`src/rtl/nib_tx_pkg.sv`:
```
package nib_tx_pkg;
  localparam int unsigned NIB_W      = 4;
  localparam int unsigned FRAME_NIBS = 32;
  localparam int unsigned FRAME_W    = NIB_W * FRAME_NIBS;
  localparam int unsigned IDX_W      = $clog2(FRAME_NIBS);
  localparam int unsigned ROWS       = 8;
  localparam int unsigned JOY_W      = 5;
  localparam int unsigned JOY_FIRE   = 4;
endpackage

```
`src/rtl/nib_link_clk.sv`:
```
module nib_link_clk #(
  parameter int unsigned HALF_DIV = 4
) (
  input  logic clk_i,
  input  logic rst_ni,
  output logic link_clk_o,
  output logic fall_tick_o
);
  localparam int unsigned DW = (HALF_DIV > 1) ? $clog2(HALF_DIV) : 1;
  localparam logic [DW-1:0] LAST = DW'(HALF_DIV - 1);

  logic [DW-1:0] div_q;
  logic          clk_q;
  logic          tick;

  assign tick        = (div_q == LAST);
  assign fall_tick_o = tick & clk_q;
  assign link_clk_o  = clk_q;

  always_ff @(posedge clk_i or negedge rst_ni) begin
    if (!rst_ni) begin
      div_q <= '0;
      clk_q <= 1'b1;
    end else if (tick) begin
      div_q <= '0;
      clk_q <= ~clk_q;
    end else begin
      div_q <= div_q + 1'b1;
    end
  end


  half_len_chk: assert property (@(posedge clk_i) disable iff (!rst_ni)
    !$stable(clk_q) |-> $past(div_q) == LAST);
endmodule

```
`src/rtl/nib_frame_pack.sv`:
```
module nib_frame_pack
  import nib_tx_pkg::*;
#(
  parameter int unsigned NUM_COLS = 9
) (
  input  logic [NUM_COLS*ROWS-1:0] keys_i,
  input  logic [JOY_W-1:0]         joy1_i,
  input  logic [JOY_W-1:0]         joy2_i,
  input  logic                     caps_i,
  input  logic                     restore_i,
  input  logic                     reset_sw_i,
  output logic [FRAME_W-1:0]       frame_o
);
  localparam int unsigned J1_NIB = 2 * NUM_COLS;
  localparam int unsigned J1_AUX = J1_NIB + 1;
  localparam int unsigned J2_NIB = J1_NIB + 2;
  localparam int unsigned J2_AUX = J1_NIB + 3;

  logic [FRAME_W-1:0] keys_part;

  // two half-column nibbles per key column: low rows first
  for (genvar k = 0; k < NUM_COLS; k++) begin : g_col
    assign keys_part[(2*k)*NIB_W   +: NIB_W] = keys_i[k*ROWS        +: NIB_W];
    assign keys_part[(2*k+1)*NIB_W +: NIB_W] = keys_i[k*ROWS+NIB_W  +: NIB_W];
  end
  assign keys_part[FRAME_W-1:NUM_COLS*ROWS] = '0;

  always_comb begin
    frame_o = keys_part;
    frame_o[J1_NIB*NIB_W +: NIB_W] = joy1_i[NIB_W-1:0];
    frame_o[J1_AUX*NIB_W +: NIB_W] = {restore_i, caps_i, 1'b0, joy1_i[JOY_FIRE]};
    frame_o[J2_NIB*NIB_W +: NIB_W] = joy2_i[NIB_W-1:0];
    frame_o[J2_AUX*NIB_W +: NIB_W] = {reset_sw_i, 2'b00, joy2_i[JOY_FIRE]};
  end
endmodule

```
`src/rtl/nib_frame_tx.sv`:
```
module nib_frame_tx
  import nib_tx_pkg::*;
#(
  parameter int unsigned HALF_DIV = 4,
  parameter int unsigned NUM_COLS = 9
) (
  input  logic                     clk_i,
  input  logic                     rst_ni,
  input  logic [NUM_COLS*8-1:0]    keys_i,
  input  logic [4:0]               joy1_i,
  input  logic [4:0]               joy2_i,
  input  logic                     caps_i,
  input  logic                     restore_i,
  input  logic                     reset_sw_i,
  output logic                     link_clk_o,
  output logic                     link_sof_o,
  output logic [3:0]               link_data_o
);
  localparam logic [IDX_W-1:0] LAST_IDX = IDX_W'(FRAME_NIBS - 1);
  localparam int unsigned      EXP_NIB  = 2 * NUM_COLS + 4;

  logic                 fall_tick;
  logic [FRAME_W-1:0]   frame_d, frame_q;
  logic [IDX_W-1:0]     idx_q;

  nib_link_clk #(.HALF_DIV(HALF_DIV)) u_clk (
    .clk_i      (clk_i),
    .rst_ni     (rst_ni),
    .link_clk_o (link_clk_o),
    .fall_tick_o(fall_tick)
  );

  nib_frame_pack #(.NUM_COLS(NUM_COLS)) u_pack (
    .keys_i     (keys_i),
    .joy1_i     (joy1_i),
    .joy2_i     (joy2_i),
    .caps_i     (caps_i),
    .restore_i  (restore_i),
    .reset_sw_i (reset_sw_i),
    .frame_o    (frame_d)
  );

  // reset parks on the last nibble so the first fall opens a fresh frame
  always_ff @(posedge clk_i or negedge rst_ni) begin
    if (!rst_ni) begin
      idx_q   <= LAST_IDX;
      frame_q <= '0;
    end else if (fall_tick) begin
      if (idx_q == LAST_IDX) begin
        idx_q   <= '0;
        frame_q <= frame_d;
      end else begin
        idx_q <= idx_q + 1'b1;
      end
    end
  end

  assign link_data_o = frame_q[{idx_q, 2'b00} +: NIB_W];
  assign link_sof_o  = (idx_q == '0);


  data_hold_chk: assert property (@(posedge clk_i) disable iff (!rst_ni)
    (link_clk_o && $past(link_clk_o)) |-> ($stable(link_data_o) && $stable(link_sof_o)));

  sof_edge_chk: assert property (@(posedge clk_i) disable iff (!rst_ni)
    $rose(link_sof_o) |-> $fell(link_clk_o));

  snap_chk: assert property (@(posedge clk_i) disable iff (!rst_ni)
    !$stable(frame_q) |-> link_sof_o);

  exp_zero_chk: assert property (@(posedge clk_i) disable iff (!rst_ni)
    (int'(idx_q) >= EXP_NIB) |-> (link_data_o == 4'h0));
endmodule

```
`config.mk`:
```
export PLATFORM = sky130hd
export DESIGN_NAME = nib_frame_tx
export DESIGN_NICKNAME = d
export VERILOG_FILES = /design/src/rtl/nib_tx_pkg.sv /design/src/rtl/nib_link_clk.sv /design/src/rtl/nib_frame_pack.sv /design/src/rtl/nib_frame_tx.sv
export SDC_FILE = /design/constraint.sdc
export NUM_CORES = 1
export LEC_CHECK = 0
export CAP_MARGIN = 20
export CORE_UTILIZATION = 51
export DETAILED_ROUTE_END_ITERATION = 6
export GPL_TIMING_DRIVEN = 0
export PLACE_DENSITY = 0.81
export SKIP_CTS_REPAIR_TIMING = 1
export SLEW_MARGIN = 20
export SYNTH_ARGS = -nofsm -noshare
export SYNTH_HDL_FRONTEND = slang
export SYNTH_SLANG_ARGS = --single-unit
```
`constraint.sdc`:
```
create_clock -name clk_i -period 3.4 [get_ports clk_i]
set_input_delay 0.85 -clock clk_i [delete_from_list [all_inputs] [get_ports clk_i]]
set_output_delay 0.85 -clock clk_i [all_outputs]
set_load 0.05 [all_outputs]
```
==> results.sh, run 1 <==
export IMPL_n_fill_cell=594
export IMPL_synth_fa_ha_area_share_pct=1.17
export IMPL_violations="design-rule violations"
export IMPL_dp_cells=495
export IMPL_clock_skew_ns=0.00859
export IMPL_h_tree_depth=3
export IMPL_p_clk_share_pct=32.5
export IMPL_grt_met1_usage_pct=30.2
export IMPL_hpwlAfterDp_mm=6.51
export IMPL_switchingPower_w=0.000463
export IMPL_pin_count=93
export IMPL_hold_slack_ns=0.439
export IMPL_antenna_found_initial=0
export IMPL_ys_types=29
export IMPL_reg2reg_depth=10
export IMPL_syn_num_nets=388
export IMPL_ir_worst_vdd_v=0.000216
export IMPL_setup_ws_ns=0.0802
export IMPL_startpoint="idx_q[1]"
export IMPL_grt_use_total_pct=22.4
export IMPL_wl_per_cell_um=17.6
export IMPL_grt_busiest_layer="met2"
export IMPL_avgViaCountPerCell=5.54
export IMPL_status="finished, violations left"
export IMPL_internal_power_w=0.00160
export IMPL_ys_seq_area_share_pct=54.4
export IMPL_diodes=0
export IMPL_drc=2
export IMPL_yosysTopAreaCellShare_pct=50.7
export IMPL_tns_ns=0
export IMPL_vias=2829
export IMPL_cts_max_path_buffers=2
export IMPL_post_place_ws_ns=-0.318
export IMPL_clk_pin_slew_worst_paths_ns=0.09
export IMPL_post_dp_cell_area_mm2=0.00538
export IMPL_crit_fanout=10
export IMPL_hold_class="input port to async pin"
export IMPL_start_util_pct=52.5
export IMPL_critPathKind="register to output port"
export IMPL_cts_tree="yes"
export IMPL_synth_top_family_by_area="multiplexers"
export IMPL_drtPass1Iterations=6
export IMPL_finalNetCount=492
export IMPL_dieArea_mm2=0.00879
export IMPL_grt_util_met3_pct=2.91
export IMPL_p_comb_share_pct=10.3
export IMPL_power_density_mw_per_mm2=372
export IMPL_worst_setup_path_end_kind="output port"
export IMPL_synth_ff_type="dfrtp_1"
export IMPL_relSlewSlack_pct=56.0
export IMPL_r2r_setup_slack_ns=0.35
export IMPL_synth_area_mm2=0.00429
export IMPL_design_area_mm2=0.00556
export IMPL_synthTopCellsByArea="dfrtp_1, mux2_2, mux4_2"
export IMPL_r2r_end="frame_q[34]"
export IMPL_final_period_utilization_pct=97.6
export IMPL_cts_buffers=9
export IMPL_clock_sinks=93
export IMPL_power_leakage_nw=2.40
export IMPL_gp_congestion=0.809
export IMPL_final_cells=511
export IMPL_switching_share_pct=22.4
export IMPL_worstReg2RegStart="idx_q[2]"
export IMPL_rsz0062_at_grt="no"
export IMPL_die_y_um=93.7
export IMPL_synth_compound_area_share_pct=3.24
export IMPL_ys_warn_count=0
export IMPL_finalSetupViolCount=0
export IMPL_synth_avg_cell_area_um2=14.5
export IMPL_drt_iter0_drc=158
export IMPL_grt_overflow_total=0
export IMPL_synthTopCellsByCount="mux2_2, dfrtp_1, mux2i_1"
export IMPL_worst_setup_path_start_kind="register"
export IMPL_portBuffers=92
export IMPL_root_buffer="clkbuf_8"
export IMPL_maxCapViolations=0
export IMPL_min_period_ns=3.32
export IMPL_worstMarginPinSlew_ns=0.660
export IMPL_grt_max_degree=61
export IMPL_coreArea_mm2=0.00818
export IMPL_grt_pass1_wl_mm=14.7
export IMPL_drv_slew=0
export IMPL_ys_ff_latch=93
export IMPL_synth_edf_count=0
export IMPL_rows=33
export IMPL_yosys_cell_count_top_type="mux2_2"
export IMPL_synth_xor_area_share_pct=0.204
export IMPL_grtUsageMet2_pct=37.2
export IMPL_synthCells=297
export IMPL_max_freq_mhz=301
export IMPL_async_reset_ff_share_pct=100
export IMPL_drive_gt1_share_pct=35.5
export IMPL_crit_arrival_ns=2.47
export IMPL_synth_largest_area_cell="dfrtp_1"
export IMPL_insertion_delay_ns=0.35
export IMPL_synth_mux_area_share_pct=34.1
export IMPL_cp_required_ns=2.55
export IMPL_antenna_left=0
export IMPL_dieWidth_um=93.7
export IMPL_seqPwrFrac_pct=57.2
export IMPL_grt_pass1_vias=2993
export IMPL_area_delta_synth_final_pct=29.4
export IMPL_hold_viol=0
export IMPL_postRouteWirelength_mm=9.00
export IMPL_synth_simple_gate_area_share_pct=4.26
critical path, stage by stage, from the launching register on:
cell and delay (ns):
dfstp_2 0.55, buf_6 0.17, mux4_2 0.55, mux2_2 0.28
o22ai_1 0.17, o22ai_1 0.12, clkbuf_2 0.27
cell families after synthesis:
family,after synthesis
muxes,119
buffers and inverters,24
and+or+nand+nor,34
adders and majority gates,4
DFF,93
AOI/OAI and AO/OA,22
xor gates and xnor gates,1
metrics by stage:
step                      utilization [%]  total power, W
after floorplan                         -         0.00127
final                                68.0         0.00207
after detailed placement             65.8         0.00142
after global placement               65.5         0.00141
after global routing                 68.0         0.00215
after CTS                            67.9         0.00209
worst max path at each step:
| stage | to | slack, ns | cells past startpoint |
|---|---|---|---|
| CTS | link_data_o[0] | -0.71 | 9 |
| detailed placement | link_data_o[0] | -0.32 | 9 |
| global placement | frame_q[59] | -1.79 | 1 |
| finish | link_data_o[1] | 0.08 | 6 |
| global route | link_data_o[1] | 0.002 | 7 |
| floorplan | link_data_o[2] | 0.39 | 6 |
flip-flops by register name (all words and copies together), names as in the netlist:
name,count
frame_q,85
idx_q,5
u_clk.div_q,2
u_clk.link_clk_o,1
per-layer routing:
layer,vias to the layer above,share of wire (%)
li1,1298,-
met2,64,51
met4,0,2.0
met5,-,0
met3,15,3.4
met1,1452,43
power by group through the flow:
stage	Sequential (W)	Clock [W]	Combinational, W
finish	0.00118	0.000672	0.000213
global route	0.00119	0.000730	0.000231
CTS	0.00118	0.000685	0.000219
detailed placement	0.00120	0	0.000219
global placement	0.00120	0	0.000211
floorplan	0.00119	0	0.0000764
layout make-up:
class / instances / area [µm²] / share of cell area [%]
repair buffers: 93 / 933 / 16.8
inverters: 3 / 11.3 / 0.203
well taps: 105 / 131 / 2.36
plain buffers: 21 / 116 / 2.09
clock buffers: 12 / 155 / 2.79
multi-input cells: 180 / 1850 / 33.3
flip-flops and latches: 93 / 2330 / 42.0
clock inverters: 4 / 22.5 / 0.405
placed cells by master (no fill, tap or decap), types with 7 or more instances in the layout:
| cell | n |
|---|---|
| mux2_2 | 89 |
| dfrtp_1 | 87 |
| clkdlybuf4s50_1 | 86 |
| mux2i_1 | 17 |
| mux4_2 | 13 |
| clkbuf_8 | 11 |
| buf_2 | 9 |
| nor2_1 | 7 |
| nand3b_1 | 7 |
| nand2_1 | 7 |
Power figures use the tool's default switching activity.
==> inputs of run 2 (changes only) <==
==> constraint.sdc (replaced) <==
create_clock -name clk_i -period 3.4 [get_ports clk_i]
set_input_delay 0.34 -clock clk_i [delete_from_list [all_inputs] [get_ports clk_i]]
set_output_delay 0.34 -clock clk_i [all_outputs]
set_load 0.05 [all_outputs]
==> results.sh, run 2 (synthesized netlist as in run 1, its figures left out) <==
export IMPL_area_delta_synth_final_pct=29.4
export IMPL_mostFrequentLayoutCell="mux2_2"
export IMPL_status="finished clean"
export IMPL_gp_congestion=0.810
export IMPL_layout_common_cells="mux2_2, dfrtp_1, clkdlybuf4s50_1"
export IMPL_max_freq_mhz=308
export IMPL_drtPass1Iterations=4
export IMPL_final_util_pct=68.0
export IMPL_hold_viol=0
export IMPL_final_period_utilization_pct=95.4
export IMPL_clock_skew_ns=0.00695
export IMPL_maxCapViolations=0
export IMPL_root_buffer="clkbuf_8"
export IMPL_post_place_ws_ns=0.189
export IMPL_insertion_delay_ns=0.34
export IMPL_internal_power_w=0.00160
export IMPL_cts_buffers=9
export IMPL_tns_ns=0
export IMPL_switching_share_pct=21.7
export IMPL_dieWidth_um=93.7
export IMPL_ir_worst_vdd_v=0.000217
export IMPL_avgViaCountPerCell=5.58
export IMPL_reg2reg_depth=10
export IMPL_cp_required_ns=3.06
export IMPL_worstReg2RegStart="idx_q[2]"
export IMPL_antenna_found_initial=0
export IMPL_h_tree_depth=3
export IMPL_finalSetupViolCount=0
export IMPL_drive_gt1_share_pct=33.7
export IMPL_critPathKind="register to output port"
export IMPL_r2r_setup_slack_ns=0.16
export IMPL_startpoint="idx_q[2]"
export IMPL_power_density_mw_per_mm2=368
export IMPL_hpwlAfterDp_mm=6.87
export IMPL_top_regs="frame_q: 85 flops, idx_q: 5 flops, u_clk.div_q: 2 flops"
export IMPL_drv_slew=0
export IMPL_diodes=0
export IMPL_grt_pass1_vias=3095
export IMPL_p_comb_share_pct=10.7
export IMPL_postRouteWirelength_mm=9.34
export IMPL_setup_ws_ns=0.156
export IMPL_hold_class="input port to async pin"
export IMPL_r2r_end="frame_q[27]"
export IMPL_power_leakage_nw=2.41
export IMPL_grt_max_degree=70
export IMPL_worstMarginPinSlew_ns=0.698
export IMPL_rows=33
export IMPL_p_clk_share_pct=31.5
export IMPL_drc=0
export IMPL_pin_count=93
export IMPL_vias=2839
export IMPL_portBuffers=92
export IMPL_cts_max_path_buffers=2
export IMPL_seqPwrFrac_pct=57.8
export IMPL_grt_overflow_total=0
export IMPL_finalPower_w=0.00204
export IMPL_min_period_ns=3.24
export IMPL_crit_fanout=10
export IMPL_finalNetCount=492
export IMPL_clk_pin_slew_worst_paths_ns=0.08
export IMPL_start_util_pct=52.5
export IMPL_relSlewSlack_pct=53.4
export IMPL_coreArea_mm2=0.00818
export IMPL_crit_arrival_ns=2.90
export IMPL_regMostFlops="frame_q"
export IMPL_wl_per_cell_um=18.3
export IMPL_dieArea_mm2=0.00879
export IMPL_post_dp_cell_area_mm2=0.00537
export IMPL_grt_pass1_wl_mm=15.1
export IMPL_grt_use_total_pct=23.4
export IMPL_drt_iter0_drc=100
export IMPL_design_area_mm2=0.00556
export IMPL_antenna_left=0
export IMPL_clock_sinks=93
export IMPL_worst_setup_path_start_kind="register"
export IMPL_rsz0062_at_grt="no"
export IMPL_die_y_um=93.7
export IMPL_cts_tree="yes"
export IMPL_worst_setup_path_end_kind="output port"
export IMPL_largest_register_ffs=85
export IMPL_switchingPower_w=0.000443
run 2: cell count changes in the layout (fill, tap and decap cells not counted):
cell / before / now
clkbuf_4: 5 / 0
dlygate4sd3_1: 0 / 1
dlymetal6s2s_1: 1 / 4
clkbuf_2: 2 / 0
buf_4: 1 / 0
nor4b_1: 0 / 1
nor4b_2: 1 / 0
buf_2: 9 / 12
clkinvlp_4: 1 / 0
clkinv_2: 3 / 2
clkdlybuf4s50_1: 86 / 87
run 2: routing by layer:
metal / track usage (%) / vias to the layer above / part of all wire, %
li1: - / 1290 / -
met1: 30.1 / 1440 / 41
met2: 38.6 / 85 / 51
met3: 4.37 / 24 / 4.9
met4: 10.3 / 0 / 2.9
met5: 0 / - / 0
run 2: critical path: stages, from the launching register on:
cell and delay [ns]:
dfstp_2 0.36, buf_2 0.16, buf_2 0.24, buf_2 0.24
buf_2 0.22, nor4b_1 0.45, clkdlybuf4s50_1 0.88
run 2: worst max-delay path by stage:
stage	to	slack, ns	depth (start not counted)
floorplan	link_sof_o	0.36	5
global placement	frame_q[63]	-1.30	1
detailed placement	frame_q[27]	0.19	10
CTS	link_data_o[3]	-0.21	9
global route	frame_q[65]	0.01	10
finish	link_sof_o	0.16	6
run 2: metrics by stage:
stage	std cells	hold slack, ns
after floorplan	297	0.0444
after global placement	494	0.421
after detailed placement	495	0.220
after CTS	509	-0.161
after global routing	509	0.413
final	509	0.409
run 2: power groups by stage:
stage | Sequential, W | Combinational, W | Clock (W)
6_report | 0.00118 | 0.000218 | 0.000643
5_1_grt | 0.00119 | 0.000235 | 0.000699
4_1_cts | 0.00118 | 0.000221 | 0.000654
3_5_place_dp | 0.00120 | 0.000221 | 0
3_3_place_gp | 0.00120 | 0.000211 | 0
2_1_floorplan | 0.00119 | 0.0000764 | 0
run 2: cell type report:
| cell class | instances | area [µm²] |
|---|---|---|
| fillers | 600 | 2620 |
| flip-flops and latches | 93 | 2330 |
| inverters | 3 | 11.3 |
| clock inverters | 2 | 10.0 |
| multi-input cells | 180 | 1850 |
| well taps | 105 | 131 |
| clock buffers | 12 | 155 |
| plain buffers | 20 | 97.6 |
| repair buffers | 94 | 970 |
